File: src/rtl/gpio_port_pkg.sv
// Package: shared register selects and bus widths for the GPIO port.
// Assumes a two-bit register address and a byte-wide bus.
package gpio_port_pkg;
    localparam int unsigned BUS_W  = 8;
    localparam int unsigned ADDR_W = 2;

    typedef enum logic [ADDR_W-1:0] {
        SEL_PINS  = 2'd0,
        SEL_LATCH = 2'd1,
        SEL_DIR   = 2'd2,
        SEL_NONE  = 2'd3
    } reg_sel_e;
endpackage

File: src/rtl/gpio_in_sync.sv
// Module: multi-stage synchronizer for the asynchronous pad inputs.
// Assumes STAGES >= 1; every stage resets to zero.
module gpio_in_sync #(
    parameter int unsigned W      = 7,
    parameter int unsigned STAGES = 2
) (
    input  logic         clk,
    input  logic         rst_n,
    input  logic [W-1:0] async_i,
    output logic [W-1:0] sync_o
);
    logic [W-1:0] chain_q [STAGES];

    // first stage captures the raw pad levels
    always_ff @(posedge clk) begin
        if (!rst_n) chain_q[0] <= '0;
        else        chain_q[0] <= async_i;
    end

    generate
        for (genvar s = 1; s < STAGES; s++) begin : g_stage
            // each later stage re-registers the previous one
            always_ff @(posedge clk) begin
                if (!rst_n) chain_q[s] <= '0;
                else        chain_q[s] <= chain_q[s-1];
            end
        end
    endgenerate

    assign sync_o = chain_q[STAGES-1];
endmodule

File: src/rtl/gpio_ctl_regs.sv
// Module: direction and output-latch registers with their write decode.
// Assumes BUS_W > W; the bus bits above W are dropped on write.
module gpio_ctl_regs
    import gpio_port_pkg::*;
#(
    parameter int unsigned W = 7
) (
    input  logic             clk,
    input  logic             rst_n,
    input  logic [ADDR_W-1:0] addr,
    input  logic             wr_en,
    input  logic [BUS_W-1:0] wr_data,
    output logic [W-1:0]     dir_q,
    output logic [W-1:0]     lat_q
);
    logic sel_lat;
    logic sel_dir;

    // pin and latch addresses share one data latch
    always_comb begin
        sel_lat = wr_en && ((addr == SEL_PINS) || (addr == SEL_LATCH));
        sel_dir = wr_en && (addr == SEL_DIR);
    end

    // direction register: all pins inputs out of reset
    always_ff @(posedge clk) begin
        if (!rst_n)       dir_q <= '1;
        else if (sel_dir) dir_q <= wr_data[W-1:0];
    end

    // output data latch: cleared out of reset
    always_ff @(posedge clk) begin
        if (!rst_n)       lat_q <= '0;
        else if (sel_lat) lat_q <= wr_data[W-1:0];
    end
endmodule

File: src/rtl/gpio_pad_drive.sv
// Module: per-pin tri-state control for the pads.
// Assumes OD_BIT and GATED_BIT are distinct pins below W.
module gpio_pad_drive #(
    parameter int unsigned W         = 7,
    parameter int unsigned OD_BIT    = 4,
    parameter int unsigned GATED_BIT = 6
) (
    input  logic [W-1:0] dir_q,
    input  logic [W-1:0] lat_q,
    input  logic         gated_en,
    output logic [W-1:0] pin_o,
    output logic [W-1:0] pin_oe
);
    generate
        for (genvar i = 0; i < W; i++) begin : g_pin
            if (i == OD_BIT) begin : g_od
                // open drain: pull low only, release on a latched one
                always_comb begin
                    pin_o[i]  = 1'b0;
                    pin_oe[i] = ~dir_q[i] & ~lat_q[i];
                end
            end else if (i == GATED_BIT) begin : g_gated
                // clock-mode gated pin: driver held off unless freed
                always_comb begin
                    pin_o[i]  = lat_q[i];
                    pin_oe[i] = ~dir_q[i] & gated_en;
                end
            end else begin : g_push
                // ordinary push-pull pin
                always_comb begin
                    pin_o[i]  = lat_q[i];
                    pin_oe[i] = ~dir_q[i];
                end
            end
        end
    endgenerate
endmodule

File: src/rtl/gpio_read_path.sv
// Module: registered read multiplexer with analog and gated-pin masking.
// Assumes BUS_W > W; the upper bus bits always read zero.
module gpio_read_path
    import gpio_port_pkg::*;
#(
    parameter int unsigned W         = 7,
    parameter int unsigned GATED_BIT = 6
) (
    input  logic              clk,
    input  logic              rst_n,
    input  logic [ADDR_W-1:0] addr,
    input  logic [W-1:0]      pins_sync,
    input  logic [W-1:0]      dir_q,
    input  logic [W-1:0]      lat_q,
    input  logic [W-1:0]      analog_sel,
    input  logic              gated_en,
    output logic [BUS_W-1:0]  rd_data
);
    localparam int unsigned PAD_W = BUS_W - W;

    logic [W-1:0] pin_mask;
    logic [W-1:0] rd_sel;

    // digital pins pass, analog and unfreed gated pins read zero
    always_comb begin
        pin_mask = ~analog_sel;
        if (!gated_en) pin_mask[GATED_BIT] = 1'b0;
    end

    // pick the addressed register
    always_comb begin
        case (addr)
            SEL_PINS:  rd_sel = pins_sync & pin_mask;
            SEL_LATCH: rd_sel = lat_q;
            SEL_DIR:   rd_sel = dir_q;
            default:   rd_sel = '0;
        endcase
    end

    // one cycle of read latency
    always_ff @(posedge clk) begin
        if (!rst_n) rd_data <= '0;
        else        rd_data <= {{PAD_W{1'b0}}, rd_sel};
    end
endmodule

File: src/rtl/gpio_bidir_port.sv
// Module: top of the seven-pin bidirectional GPIO port.
// Assumes pin_i is asynchronous; all other inputs are synchronous to clk.
module gpio_bidir_port
    import gpio_port_pkg::*;
#(
    parameter int unsigned W          = 7,
    parameter int unsigned SYNC_STG   = 2,
    parameter int unsigned OD_BIT     = 4,
    parameter int unsigned GATED_BIT  = 6,
    parameter int unsigned MODE_W     = 3,
    parameter int unsigned FREE_MODE_A = 5,
    parameter int unsigned FREE_MODE_B = 6
) (
    input  logic              clk,
    input  logic              rst_n,
    input  logic [1:0]        addr,
    input  logic              wr_en,
    input  logic [7:0]        wr_data,
    output logic [7:0]        rd_data,
    input  logic [6:0]        analog_sel,
    input  logic [2:0]        clk_mode,
    input  logic [6:0]        pin_i,
    output logic [6:0]        pin_o,
    output logic [6:0]        pin_oe
);
    logic [W-1:0] dir_q;
    logic [W-1:0] lat_q;
    logic [W-1:0] pins_sync;
    logic         gated_en;

    // the gated pin is freed by either of two clock modes
    always_comb begin
        gated_en = (clk_mode == MODE_W'(FREE_MODE_A)) ||
                   (clk_mode == MODE_W'(FREE_MODE_B));
    end

    gpio_in_sync #(.W(W), .STAGES(SYNC_STG)) sync_i (
        .clk    (clk),
        .rst_n  (rst_n),
        .async_i(pin_i),
        .sync_o (pins_sync)
    );

    gpio_ctl_regs #(.W(W)) regs_i (
        .clk    (clk),
        .rst_n  (rst_n),
        .addr   (addr),
        .wr_en  (wr_en),
        .wr_data(wr_data),
        .dir_q  (dir_q),
        .lat_q  (lat_q)
    );

    gpio_pad_drive #(.W(W), .OD_BIT(OD_BIT), .GATED_BIT(GATED_BIT)) drv_i (
        .dir_q   (dir_q),
        .lat_q   (lat_q),
        .gated_en(gated_en),
        .pin_o   (pin_o),
        .pin_oe  (pin_oe)
    );

    gpio_read_path #(.W(W), .GATED_BIT(GATED_BIT)) rd_i (
        .clk       (clk),
        .rst_n     (rst_n),
        .addr      (addr),
        .pins_sync (pins_sync),
        .dir_q     (dir_q),
        .lat_q     (lat_q),
        .analog_sel(analog_sel),
        .gated_en  (gated_en),
        .rd_data   (rd_data)
    );
endmodule

File: config.mk
export PLATFORM = sky130hd
export DESIGN_NAME = gpio_bidir_port
export DESIGN_NICKNAME = d
export VERILOG_FILES = /design/src/rtl/gpio_port_pkg.sv /design/src/rtl/gpio_in_sync.sv /design/src/rtl/gpio_ctl_regs.sv /design/src/rtl/gpio_pad_drive.sv /design/src/rtl/gpio_read_path.sv /design/src/rtl/gpio_bidir_port.sv
export SDC_FILE = /design/constraint.sdc
export NUM_CORES = 1
export LEC_CHECK = 0
export ABC_AREA = 1
export BUFFER_PORTS_ARGS = -buffer_cell sky130_fd_sc_hd__buf_4
export CAP_MARGIN = 20
export CORE_AREA = 2 2 58 60
export CTS_CLUSTER_SIZE = 28
export DETAILED_ROUTE_END_ITERATION = 10
export DIE_AREA = 0 0 60 62
export GPL_ROUTABILITY_DRIVEN = 0
export PLACE_DENSITY = 0.9
export SYNTH_ARGS = -nofsm -noshare
export SYNTH_HDL_FRONTEND = slang
export SYNTH_HIERARCHICAL = 1
export SYNTH_SLANG_ARGS = --single-unit
File: constraint.sdc
create_clock -name clk -period 2 [get_ports clk]
set_input_delay 0.1 -clock clk [delete_from_list [all_inputs] [get_ports clk]]
set_output_delay 0.1 -clock clk [all_outputs]
set_load 0.02 [all_outputs]
==> results.json <==
{
  "synth.most_common_cell": "nand2_1",
  "r2r-end": "rd_i/rd_data[6]",
  "hp-class": "in -> reg",
  "synth.top_cell.area_share_pct": 43.99,
  "grt-ovfl-total": 0,
  "htree_levels": 2,
  "die_x_um": 60,
  "synth_simple_gate_area_share_pct": 37.78,
  "peakVddDrop_v": 0.0004649,
  "worstHoldEndpoint": "regs_i/dir_q[4]",
  "end_kind": "output port",
  "synth_top_family_by_area": "simple AND/OR/NAND/NOR gates",
  "synth.area.top_cells": "dfxtp_1 44%, nand2_1 10%, inv_1 6.8%, nor2_1 6.8%, nand3_1 6.6%",
  "synth_compound_area_share_pct": 0,
  "period_needed_ns": 1.051,
  "async_flop_share_pct": 0,
  "tritoncts.num_buffers": 5,
  "diodes": 0,
  "final_nets": 283,
  "path_class": "reg -> out",
  "reg2reg_from": "regs_i/dir_q[6]",
  "outcome": "complete, no violations",
  "crit_path_max_fanout": 3,
  "skew_ns": 0.003452,
  "syn_area_um2": 1593,
  "cp-start-kind": "flop",
  "placed_area_um2": 1872,
  "yosysWarningCount": 6,
  "rows": 21,
  "layout.area.seq_um2": 700.7,
  "clock_sinks": 35,
  "seq_area_frac_synth_pct": 43.99,
  "fmax_ghz": 0.9517,
  "finalSetupTns_ns": 0,
  "powerDensity_nw_per_um2": 739.6,
  "syn_nets": 236,
  "hp-start": "wr_data[4]",
  "hold_viol": 0,
  "p_leak_nw": 1.110,
  "synth_edf_count": 0,
  "synth_xor_area_share_pct": 0,
  "routed_wl_um": 2934,
  "synth_common_cells": "43 x nand2_1, 35 x dfxtp_1, 29 x inv_1, 29 x nor2_1, 21 x nand3_1",
  "dr.pass1.iters": 4,
  "synthMuxAreaShare_pct": 0,
  "cts_buffer_depth": 2,
  "design_power_total_mw": 1.496,
  "grt_pass1_vias": 1089,
  "ys_types": 18,
  "yosys.area.top_type": "dfxtp_1",
  "post-route-util_pct": 63.64,
  "viasPerCell": 4.433,
  "nFillCells": 273,
  "die_height_um": 62,
  "synth_top_flop_cell": "dfxtp_1",
  "post-cts-setup-buffer-count": 0,
  "critPathArrivalTime_ns": 0.95,
  "ys_ff_latch": 35,
  "clk-insertion-delay-late_ns": 0.33,
  "syn_inst": 206,
  "final_area_um2": 2023,
  "layout-drive-gt1-share_pct": 29.13,
  "grt_pass1_wl_um": 4554,
  "clk_pin_slew_ns": 0.10,
  "multiInputGateArea_um2": 609.3,
  "globalRouteTotalUtil_pct": 16.88,
  "rr_worst_depth": 4,
  "via_count": 1330,
  "post-route-period-util_pct": 52.54,
  "cp.required_ns": 1.90,
  "drtIter0Drc": 43,
  "root_buffer": "clkbuf_4",
  "setup_viol": 0,
  "cap_violations": 0,
  "syn_area_per_cell_um2": 7.732,
  "cts_tree": "yes",
  "synth_fa_ha_area_share_pct": 0,
  "start_util_pct": 50.10,
  "drcViolationCount": 0,
  "die_area_um2": 3720,
  "io-pin-count": 52,
  "hpwl_um": 2129,
  "grt_max_degree": 30,
  "rsz0062_at_grt": "no",
  "routedWlPerCell_um": 9.780,
  "areaGrowthSynthToFinish_pct": 27.02,
  "antenna_found_initial": 0,
  "rrSetupSlack_ns": 1.25,
  "postRouteAntennaNets": 0,
  "core-area_um2": 3179,
  "port_buffers": 48,
  "report.final.slew_viol_count": 0,
  "hold_depth": 3
}
[area by class of cell]
class	instances	area share (%)
clock inverters	3	2.165
clock buffers	5	1.855
inverters	33	7.112
flip-flops and latches	35	34.63
well taps	46	2.845
repair buffers	55	21.27
multi-input cells	123	30.12
[cells by family after synthesis]
group / after synthesis
other cells: 2
simple gates: 121
buf+inv: 48
flops: 35
[layout by cell type, fill, tap and decap left out]
cell,n
nand2_1,43
dlygate4sd3_1,7
inv_2,2
nand4_1,7
inv_1,29
inv_12,1
nor2_8,1
bufinv_16,1
clkinv_4,1
buf_4,48
nand3_2,1
dfxtp_1,35
inv_8,1
nand2_8,1
nor2_1,29
nor2_2,10
nand3_4,1
clkinv_2,1
nand3_1,21
clkbuf_4,5
nand3b_1,7
conb_1,2
[repair_timing]
item                      CTS  global route
hold endpoints to repair    7             0
hold buffers                7             0
gates resized for setup     0             0
[sequential cells by signal, indices dropped and copies added (netlist names)]
name,cells
sync_i/chain_q,14
rd_i/rd_data,7
regs_i/dir_q,7
regs_i/lat_q,7
[power breakdown]
part           leakage, nW  internal [mW]  switching, mW
logic                0.776          0.111          0.136
registers            0.289          0.735         0.0190
clock network       0.0452          0.263          0.233
[critical path, cell delays in order, from the launching register on]
cell and delay [ns]:
dfxtp_1 0.34, nor2_1 0.13, buf_4 0.15
[worst max path at each step]
stage                               start              end  slack (ns)
after floorplan           regs_i/dir_q[4]        pin_oe[4]        1.30
after global routing      regs_i/dir_q[4]        pin_oe[4]        0.87
final                     regs_i/dir_q[4]        pin_oe[4]        0.95
after CTS                 regs_i/dir_q[4]        pin_oe[4]        0.93
after global placement            addr[0]  regs_i/dir_q[1]        1.11
after detailed placement          addr[0]  regs_i/dir_q[2]        1.08
[per-stage QoR]
stage	worst slack (ns)	instances	hold WS, ns
2_1_floorplan	1.301	206	0.1935
4_1_cts	0.9286	300	0.01789
6_report	0.9492	300	0.04126
3_3_place_gp	1.110	285	0.2817
5_1_grt	0.8746	300	0.03505
3_5_place_dp	1.078	285	0.2856
[per-layer routing]
metal / track usage [%] / part of all wire [%] / vias to the layer above
li1: - / - / 708
met1: 19.87 / 43 / 573
met2: 28.42 / 50 / 47
met3: 5.590 / 6.5 / 2
met4: 6.984 / 0.85 / 0
met5: 0 / 0 / -
Power figures use the tool's default switching activity.
